===== src/rtl/dcp_pkg.sv =====
package dcp_pkg;

  localparam int WIN_LOG2 = 12;

  typedef enum logic [2:0] {
    SEL_REQ_HEAD,
    SEL_REQ_TAIL,
    SEL_RSP_HEAD,
    SEL_RSP_TAIL,
    SEL_BASE,
    SEL_NONE
  } reg_sel_e;

  function automatic reg_sel_e offset_to_sel(input logic [WIN_LOG2-1:0] ofs);
    case (ofs)
      12'h000: offset_to_sel = SEL_REQ_HEAD;
      12'h004: offset_to_sel = SEL_REQ_TAIL;
      12'h008: offset_to_sel = SEL_RSP_HEAD;
      12'h00C: offset_to_sel = SEL_RSP_TAIL;
      12'h010: offset_to_sel = SEL_BASE;
      default: offset_to_sel = SEL_NONE;
    endcase
  endfunction

endpackage


===== src/rtl/dcp_addr_decode.sv =====
module dcp_addr_decode
  import dcp_pkg::*;
#(
  parameter int NUM_CH = 16,
  localparam int CH_W = $clog2(NUM_CH),
  localparam int ADDR_W = CH_W + WIN_LOG2
) (
  input  logic [ADDR_W-1:0] addr,
  output logic [CH_W-1:0]   ch,
  output reg_sel_e          sel
);

  assign ch  = addr[ADDR_W-1:WIN_LOG2];
  assign sel = offset_to_sel(addr[WIN_LOG2-1:0]);

endmodule


===== src/rtl/dcp_channel.sv =====
module dcp_channel
  import dcp_pkg::*;
#(
  parameter int IDX_W = 6
) (
  input  logic             clk,
  input  logic             rst,
  input  logic             wr_en,
  input  reg_sel_e         wr_sel,
  input  logic [31:0]      wr_data,
  input  logic             consume,
  input  logic             produce,
  input  logic             force_irq,
  output logic [IDX_W-1:0] req_head,
  output logic [IDX_W-1:0] req_tail,
  output logic [IDX_W-1:0] rsp_head,
  output logic [IDX_W-1:0] rsp_tail,
  output logic [31:0]      base,
  output logic             irq,
  output logic             ovf
);

  logic             req_empty;
  logic             rsp_empty;
  logic             rsp_full;
  logic [IDX_W-1:0] rsp_tail_nxt;

  assign req_empty    = (req_head == req_tail);
  assign rsp_empty    = (rsp_head == rsp_tail);
  assign rsp_tail_nxt = rsp_tail + 1'b1;
  assign rsp_full     = (rsp_tail_nxt == rsp_head);

  always_ff @(posedge clk) begin
    if (rst) begin
      req_head <= '0;
      req_tail <= '0;
      rsp_head <= '0;
      rsp_tail <= '0;
      base     <= '0;
      irq      <= 1'b0;
      ovf      <= 1'b0;
    end else begin
      irq <= 1'b0;
      ovf <= 1'b0;
      if (consume && !req_empty) begin
        req_head <= req_head + 1'b1;
      end
      if (produce) begin
        if (rsp_full) begin
          ovf <= 1'b1;
        end else begin
          rsp_tail <= rsp_tail_nxt;
          irq      <= rsp_empty | force_irq;
        end
      end
      if (wr_en) begin
        case (wr_sel)
          SEL_REQ_TAIL: req_tail <= wr_data[IDX_W-1:0];
          SEL_RSP_HEAD: rsp_head <= wr_data[IDX_W-1:0];
          SEL_BASE:     base     <= wr_data;
          default:      ;
        endcase
      end
    end
  end

endmodule


===== src/rtl/dcp_addr_calc.sv =====
module dcp_addr_calc #(
  parameter int RING_DEPTH = 64,
  parameter int REQ_BYTES  = 64,
  parameter int RSP_BYTES  = 4,
  localparam int IDX_W = $clog2(RING_DEPTH)
) (
  input  logic             clk,
  input  logic             rst,
  input  logic [31:0]      base,
  input  logic [IDX_W-1:0] req_head,
  input  logic [IDX_W-1:0] req_tail,
  input  logic [IDX_W-1:0] rsp_head,
  input  logic [IDX_W-1:0] rsp_tail,
  output logic [31:0]      req_addr,
  output logic [31:0]      rsp_addr,
  output logic [IDX_W-1:0] req_occ,
  output logic [IDX_W-1:0] rsp_occ
);

  localparam logic [31:0] RSP_RING_OFS = 32'(RING_DEPTH * REQ_BYTES);
  localparam logic [31:0] REQ_SZ = 32'(REQ_BYTES);
  localparam logic [31:0] RSP_SZ = 32'(RSP_BYTES);

  always_ff @(posedge clk) begin
    if (rst) begin
      req_addr <= '0;
      rsp_addr <= '0;
      req_occ  <= '0;
      rsp_occ  <= '0;
    end else begin
      req_addr <= base + 32'(req_head) * REQ_SZ;
      rsp_addr <= base + RSP_RING_OFS + 32'(rsp_tail) * RSP_SZ;
      req_occ  <= req_tail - req_head;
      rsp_occ  <= rsp_tail - rsp_head;
    end
  end

endmodule


===== src/rtl/dma_chan_ptr_bank.sv =====
module dma_chan_ptr_bank
  import dcp_pkg::*;
#(
  parameter int NUM_CH     = 16,
  parameter int RING_DEPTH = 64,
  parameter int REQ_BYTES  = 64,
  parameter int RSP_BYTES  = 4,
  localparam int CH_W   = $clog2(NUM_CH),
  localparam int IDX_W  = $clog2(RING_DEPTH),
  localparam int ADDR_W = CH_W + WIN_LOG2
) (
  input  logic              clk,
  input  logic              rst,
  input  logic [ADDR_W-1:0] host_addr,
  input  logic              host_wr,
  input  logic [31:0]       host_wdata,
  output logic [31:0]       host_rdata,
  input  logic              dev_consume,
  input  logic [CH_W-1:0]   dev_consume_ch,
  input  logic              dev_produce,
  input  logic [CH_W-1:0]   dev_produce_ch,
  input  logic              dev_force,
  input  logic [CH_W-1:0]   dev_query_ch,
  output logic [31:0]       req_fetch_addr,
  output logic [31:0]       rsp_store_addr,
  output logic [IDX_W-1:0]  req_occ,
  output logic [IDX_W-1:0]  rsp_occ,
  output logic [NUM_CH-1:0] msi,
  output logic [NUM_CH-1:0] rsp_ovf
);

  logic [CH_W-1:0] host_ch;
  reg_sel_e        host_sel;

  logic [NUM_CH-1:0][IDX_W-1:0] req_head_a;
  logic [NUM_CH-1:0][IDX_W-1:0] req_tail_a;
  logic [NUM_CH-1:0][IDX_W-1:0] rsp_head_a;
  logic [NUM_CH-1:0][IDX_W-1:0] rsp_tail_a;
  logic [NUM_CH-1:0][31:0]      base_a;

  dcp_addr_decode #(.NUM_CH(NUM_CH)) u_dec (
    .addr (host_addr),
    .ch   (host_ch),
    .sel  (host_sel)
  );

  for (genvar c = 0; c < NUM_CH; c++) begin : g_ch
    dcp_channel #(.IDX_W(IDX_W)) u_chan (
      .clk       (clk),
      .rst       (rst),
      .wr_en     (host_wr && (host_ch == CH_W'(c))),
      .wr_sel    (host_sel),
      .wr_data   (host_wdata),
      .consume   (dev_consume && (dev_consume_ch == CH_W'(c))),
      .produce   (dev_produce && (dev_produce_ch == CH_W'(c))),
      .force_irq (dev_force),
      .req_head  (req_head_a[c]),
      .req_tail  (req_tail_a[c]),
      .rsp_head  (rsp_head_a[c]),
      .rsp_tail  (rsp_tail_a[c]),
      .base      (base_a[c]),
      .irq       (msi[c]),
      .ovf       (rsp_ovf[c])
    );
  end

  logic [31:0] rd_mux;

  always_comb begin
    case (host_sel)
      SEL_REQ_HEAD: rd_mux = 32'(req_head_a[host_ch]);
      SEL_REQ_TAIL: rd_mux = 32'(req_tail_a[host_ch]);
      SEL_RSP_HEAD: rd_mux = 32'(rsp_head_a[host_ch]);
      SEL_RSP_TAIL: rd_mux = 32'(rsp_tail_a[host_ch]);
      SEL_BASE:     rd_mux = base_a[host_ch];
      default:      rd_mux = '0;
    endcase
  end

  always_ff @(posedge clk) begin
    if (rst) host_rdata <= '0;
    else     host_rdata <= rd_mux;
  end

  dcp_addr_calc #(
    .RING_DEPTH (RING_DEPTH),
    .REQ_BYTES  (REQ_BYTES),
    .RSP_BYTES  (RSP_BYTES)
  ) u_calc (
    .clk      (clk),
    .rst      (rst),
    .base     (base_a[dev_query_ch]),
    .req_head (req_head_a[dev_query_ch]),
    .req_tail (req_tail_a[dev_query_ch]),
    .rsp_head (rsp_head_a[dev_query_ch]),
    .rsp_tail (rsp_tail_a[dev_query_ch]),
    .req_addr (req_fetch_addr),
    .rsp_addr (rsp_store_addr),
    .req_occ  (req_occ),
    .rsp_occ  (rsp_occ)
  );

endmodule


===== config.mk =====
export PLATFORM = sky130hd
export DESIGN_NAME = dma_chan_ptr_bank
export DESIGN_NICKNAME = d
export VERILOG_FILES = /design/src/rtl/dcp_pkg.sv /design/src/rtl/dcp_addr_decode.sv /design/src/rtl/dcp_channel.sv /design/src/rtl/dcp_addr_calc.sv /design/src/rtl/dma_chan_ptr_bank.sv
export SDC_FILE = /design/constraint.sdc
export NUM_CORES = 2
export LEC_CHECK = 0
export BUFFER_PORTS_ARGS = -buffer_cell sky130_fd_sc_hd__buf_2
export CAP_MARGIN = 20
export CORE_MARGIN = 2
export CORE_UTILIZATION = 40
export DETAILED_ROUTE_END_ITERATION = 12
export HOLD_SLACK_MARGIN = 0.12
export PLACE_DENSITY = 0.61
export SLEW_MARGIN = 10
export SYNTH_ARGS = -nofsm -noshare
export SYNTH_HDL_FRONTEND = slang
export SYNTH_SLANG_ARGS = --single-unit

===== constraint.sdc =====
create_clock -name clk -period 6.2 [get_ports clk]
set_input_delay 0.62 -clock clk [delete_from_list [all_inputs] [get_ports clk]]
set_output_delay 0.62 -clock clk [all_outputs]
set_load 0.02 [all_outputs]

; ---- Word-level counts from Yosys, hierarchy flattened
; Index checks and enable logic that the tools add are counted.
; Widths: inputs -> output; s select.
[classes]
n_addsub = 37
magnitude_cmp = 2
n_eq_ne = 101
muxes = 38
n_bitwise = 48
reduce_logical = 181
[op_table]
columns = op, n
row1 = $eq 6x6->1, 48
row2 = $bmux 32 s4, 2
row3 = $add 6x1->6 const B, 32
row4 = $bmux 6 s4, 8
row5 = $pmux 32 s5, 1
row6 = $reduce_and 2->1, 64
row7 = $eq 4x4->1 const B, 24
row8 = $logic_and 1x1->1, 64
row9 = $mux 32, 2
row10 = $eq 4x3->1 const B, 12
row11 = $mux 6, 8
row12 = $reduce_or 3->1, 16
row13 = $add 32x12->32, 1
row14 = $add 32x13->32 const B, 1
row15 = $add 32x8->32, 1
row16 = $not 1->1, 32
row17 = $reduce_or 2->1, 16
row18 = $eq 12x4->1 const B, 2
row19 = $eq 4x2->1 const B, 6
row20 = $logic_not 1->1, 16
row21 = $mux 1, 16
row22 = $or 1x1->1, 16
row23 = $pmux 3 s5, 1
row24 = $eq 12x3->1 const B, 1
row25 = 10 further kinds, 17
[word_totals]
regBits = 1036
input_bits = 66
output_inout_bits = 140
elab_cells = 524

; ---- Logic depth before layout (Yosys ltp)
[depth]
depth_word = 4
ltp_mapped = 20

; ---- Cells and area by module
; Synthesis repeated with hierarchy kept, for this count alone.
[unflattened]
hier_cells = 6119
area_unflattened_um2 = 58041.9
[modules_own_cells]
columns = module, n_inst, cells_per_inst, area_per_inst_um2, seq_area_each_um2
row1 = dcp_channel, 16, 294, 2464.9, 1161.1
row2 = dma_chan_ptr_bank, 1, 997, 14851.7, 640.6
row3 = dcp_addr_calc, 1, 407, 3656.0, 1481.4
row4 = dcp_addr_decode, 1, 11, 96.3, 0.0

; ---- Worst setup path before layout
; Ideal clock, no wire load.
[synth_timing]
kind = input -> register
from = input dev_query_ch[0]
to = register u_calc.rsp_addr[26]
setup_time_ns = 0.123
arrival_time_ns = 5.411
required_time_ns = 6.077
slack_ns = 0.666
path_stages = 20
n_path_buf = 8
cell_sequence = buf_6 -> buf_12 -> buf_6 -> buf_2 -> buf_2 -> buf_2 -> buf_2 -> buf_2 -> mux4_2 -> mux4_2 -> ha_1 -> fa_1 -> a21o_1 -> a21o_1 -> a21o_1 -> a21o_1 -> a31oi_2 -> nor3_1 -> nand3_1 -> mux2_1
[synth_between]
elab_chain_cells = 4
elab_cells_between_ends = 6
classes_between = 2 x add/sub / 4 x mux
[synth_lines]
columns = element, line
row1 = from (decl), dma_chan_ptr_bank.sv:23  ; input logic [CH_W-1:0] dev_query_ch,
row2 = $bmux 32 s4, dma_chan_ptr_bank.sv:92  ; .base (base_a[dev_query_ch]),
row3 = $mux 32 (not written as such), dma_chan_ptr_bank.sv:92
row4 = $add 32x13->32, dcp_addr_calc.sv:32  ; rsp_addr <= base + RSP_RING_OFS + 32'(rsp_tail) * RSP_SZ;
row5 = $add 32x8->32 (*), dcp_addr_calc.sv:32
row6 = to (signal assigned), dcp_addr_calc.sv:32
row7 = to (decl), dcp_addr_calc.sv:15  ; output logic [31:0] rsp_addr,
; Every way passes the cells marked *; elsewhere a longest branch is shown, timed or not. The select of a mux whose other input is x is not followed.
; A chain may end at the register's enable or synchronous reset.

; ---- Worst setup path in the final report
; Same ends and word-level chain as after synthesis.

==> metrics.md <==
| Metric | Value |
|---|---|
| Outcome | complete, no violations |
| Slew Limit Headroom | 17.5% |
| H-tree depth | 3 |
| TritonCTS Buffers | 111 |
| Fin crit period | 4.53 ns |
| Int Pwr | 10.9 mW |
| Area grow syn2layout | 10.6% |
| I/O pin total | 206 |
| Root Buffer | clkbuf_16 |
| Die Y | 377 µm |
| Worst Setup Path Type | input pin to register |
| Fillers | 13200 |
| Worst clock skew | 0.0655 ns |
| Layout cells sized above 1 | 18.0% |
| Synth Area in Adders | 1.35% |
| Simple-gate share of the synthesized area | 17.8% |
| Post-Synth XOR/XNOR Area | 6.44% |
| Fmax | 221 MHz |
| Number of global-route vias before repair | 43900 |
| Hold WC Path Type | input pin to register |
| Drt first pass iters | 6 |
| RSZ-0062 raised after global routing | no |
| Row count | 137 |
| Flops & latches, synth | 1034 |
| Via count | 47600 |
| Die W | 377 µm |
| Period utilisation layout | 73.1% |
| Clock power frac | 48.4% |
| Netlist Area Pre-Place | 55800 µm² |
| Synth Area per Inst | 9.30 µm² |
| TritonCTS clock tree | done |
| Sequential element share of the synthesized area | 37.1% |
| Clock Latency Late Sink | 0.78 ns |
| Cell family with most CP delay | simple AND/OR/NAND/NOR gates |
| Clock Path Buffers | 3 |
| Static leakage | 21.0 nW |
| Final Setup Violations | 0 |
| DR vias/cell | 6.07 |
| Top-area cell type share of the netlist area | 37.1% |
| Critical path endpoint category | register |
| GRT Overall Usage | 27.5% |
| Antenna violations before repair | 14 |
| Most common cell after layout, fill and taps aside | nand2_1 |
| Mux cell area share after synthesis | 23.4% |
| Residual DRC | 0 |
| Core Area | 139000 µm² |
| Post-synth net total | 6122 |
| Hold_buf cts | 0 |
| Post-layout util | 44.4% |
| Initial core utilization | 40.1% |
| Critical path data required time | 6.84 ns |
| Synth Instances | 5998 |
| Max stage delay cell, worst path | a221oi_1 |
| Synth area leaders | dfxtp_1 37%, mux4_2 21%, nand2_1 9.2%, a21oi_1 6.3%, xor2_1 3.2% |
| Flop pwr share | 46.4% |
| Largest net degree at the start of global routing | 214 |
| Netlist cell types | 67 |
| Nets | 5985 |
| YS warnings | 0 |
| Compound-cell area share of the yosys netlist | 9.28% |
| Hpwl dp | 131000 µm |
| Buf/Inv on CP | 2 |
| CTS clock-pin slew for the worst setup and hold paths | 0.06 ns |
| Post-CTS Setup Bufs | 0 |
| Ys flop type | dfxtp_1 |
| Placer congestion estimate | 1.01 |
| Wire per inst | 25.5 µm |
| Switch Pwr | 3.50 mW |
| Post_cts resized | 0 |
| Clock Sinks | 1034 |
| ANT nets after route | 0 |
| PortBufs | 205 |
| Commonest non-fill, non-tap cells in the layout | 1356 x nand2_1, 1034 x dfxtp_1, 706 x a21oi_1 |
| Final TNS setup | 0 ns |
| Power Density | 233 nW/µm² |
| Post-synth EDFFs | 0 |
| Hold Vio Cnt, Final | 0 |
| Max incr delay on CP | 1.03 ns |
| Top cell by count, worst path | nand3_1 |
| Worst-Margin Slew | 1.24 ns |
| Leading area contributor after synthesis | dfxtp_1 |
| Max Cap Violations | 0 |
| Fin. max-slew vios | 0 |
| Synth async-reset ratio | 0% |
| CP Max Fanout | 83 |
| Crit path cell chain | buf_8 > buf_4 > and2b_1 > a22oi_1 > nand4_1 > a221oi_1 > nand3_1 > nor3_1 > nand3_1 > mux2_1 |
| Critical path launch point type | input pin |
| GRT overflow | 0 |
| Comb power frac | 5.2% |
| Largest family of logic cells by synthesized area | multiplexers |
| Peak supply drop | 263 µV |
| Sw Share | 24.4% |
| Violation count after the first detailed-route iteration | 6127 |
| First-pass GRT wire length | 295000 µm |
| Die ar. | 142000 µm² |
| Arr. time, crit path | 5.17 ns |
| Final WL | 200000 µm |
[flip-flops by register name (all words and copies together) (netlist names), 30 cells and up]
register and cells:
host_rdata 32, g_ch.u_chan.rsp_head 96, u_calc.req_addr 32, g_ch.u_chan.rsp_tail 96, g_ch.u_chan.base 512, g_ch.u_chan.req_tail 96, u_calc.rsp_addr 30, g_ch.u_chan.req_head 96
[logic make-up (layout without fill, tap and decap cells)]
kind of cell | after synthesis | in the layout
and+or+nand+nor | 2310 | 2310
xor gates and xnor gates | 410 | 410
adders and majority gates | 58 | 58
other | 0 | 3
muxes | 638 | 638
buffers and inverters | 600 | 557
DFF | 1034 | 1034
AOI/OAI and AO/OA | 948 | 948
[worst min-delay path, cell delays in order]
cell	delay, ns
buf_2	0.20
nand2_1	0.09
a21oi_1	0.05
[final cells by class]
cell class	instances	area [µm²]	share of cell area (%)
Timing Repair Buffer	305	1980	3.21
Inverter	45	170	0.276
Clock inverter	51	586	0.950
Tap cell	1876	2350	3.81
Clock buffer	156	3240	5.25
Sequential cell	1034	20700	33.6
Multi-Input combinational cell	4364	32600	52.9
Antenna cell	3	7.51	0.0122
[synth_stat cells (45+ instances only)]
cell	instances
buf_2	45
xnor2_1	204
a21oi_1	706
clkbuf_1	405
buf_1	48
mux2i_1	98
nor3_1	81
nor2b_1	58
mux4_2	514
xor2_1	206
ha_1	54
dfxtp_1	1034
nand4_1	47
nor2_1	366
nand2_1	1366
o21ai_0	80
nand3_1	199
[routing by layer]
metal | vias to the layer above | routed length, µm | global-route usage (%) | part of all wire, %
met5 | - | 115 | 0 | 0.057
met4 | 18 | 9120 | 10.7 | 4.6
met3 | 531 | 22200 | 6.68 | 11
met2 | 2823 | 87400 | 41.5 | 44
met1 | 23300 | 81200 | 38.0 | 41
li1 | 20900 | - | - | -
[through the flow]
stage	instances	cell area (µm²)	total power, mW	worst slack (ns)	hold slack (ns)
after global routing	7832	61700	14.7	1.45	0.228
after floorplan	5998	55800	7.35	0.666	0.441
after detailed placement	7623	57800	7.55	0.935	0.456
after global placement	7621	57800	7.55	1.05	0.448
after CTS	7830	61700	14.4	1.73	0.199
final	7834	61700	14.4	1.67	0.237
[final timing paths]
kind / startpoint / endpoint / slack [ns] / cells past startpoint
setup / recovery: dev_query_ch[0] / u_calc.rsp_addr[26] / 1.67 / 10
hold / removal: host_wdata[19] / g_ch[10].u_chan.base[19] / 0.24 / 3
setup reg to reg: g_ch[7].u_chan.base[8] / u_calc.req_addr[30] / 1.91 / 12
hold reg to reg: g_ch[12].u_chan.base[15] / g_ch[12].u_chan.base[15] / 0.47 / 2
[power by group through the flow]
stage / Combinational (mW) / Clock (mW) / Sequential (mW)
3_5_place_dp: 0.743 / 0 / 6.81
5_1_grt: 0.789 / 7.29 / 6.66
2_1_floorplan: 0.533 / 0 / 6.81
4_1_cts: 0.743 / 7.01 / 6.66
6_report: 0.751 / 6.95 / 6.66
3_3_place_gp: 0.738 / 0 / 6.81
Note: power is estimated with default switching activity, not from simulation.
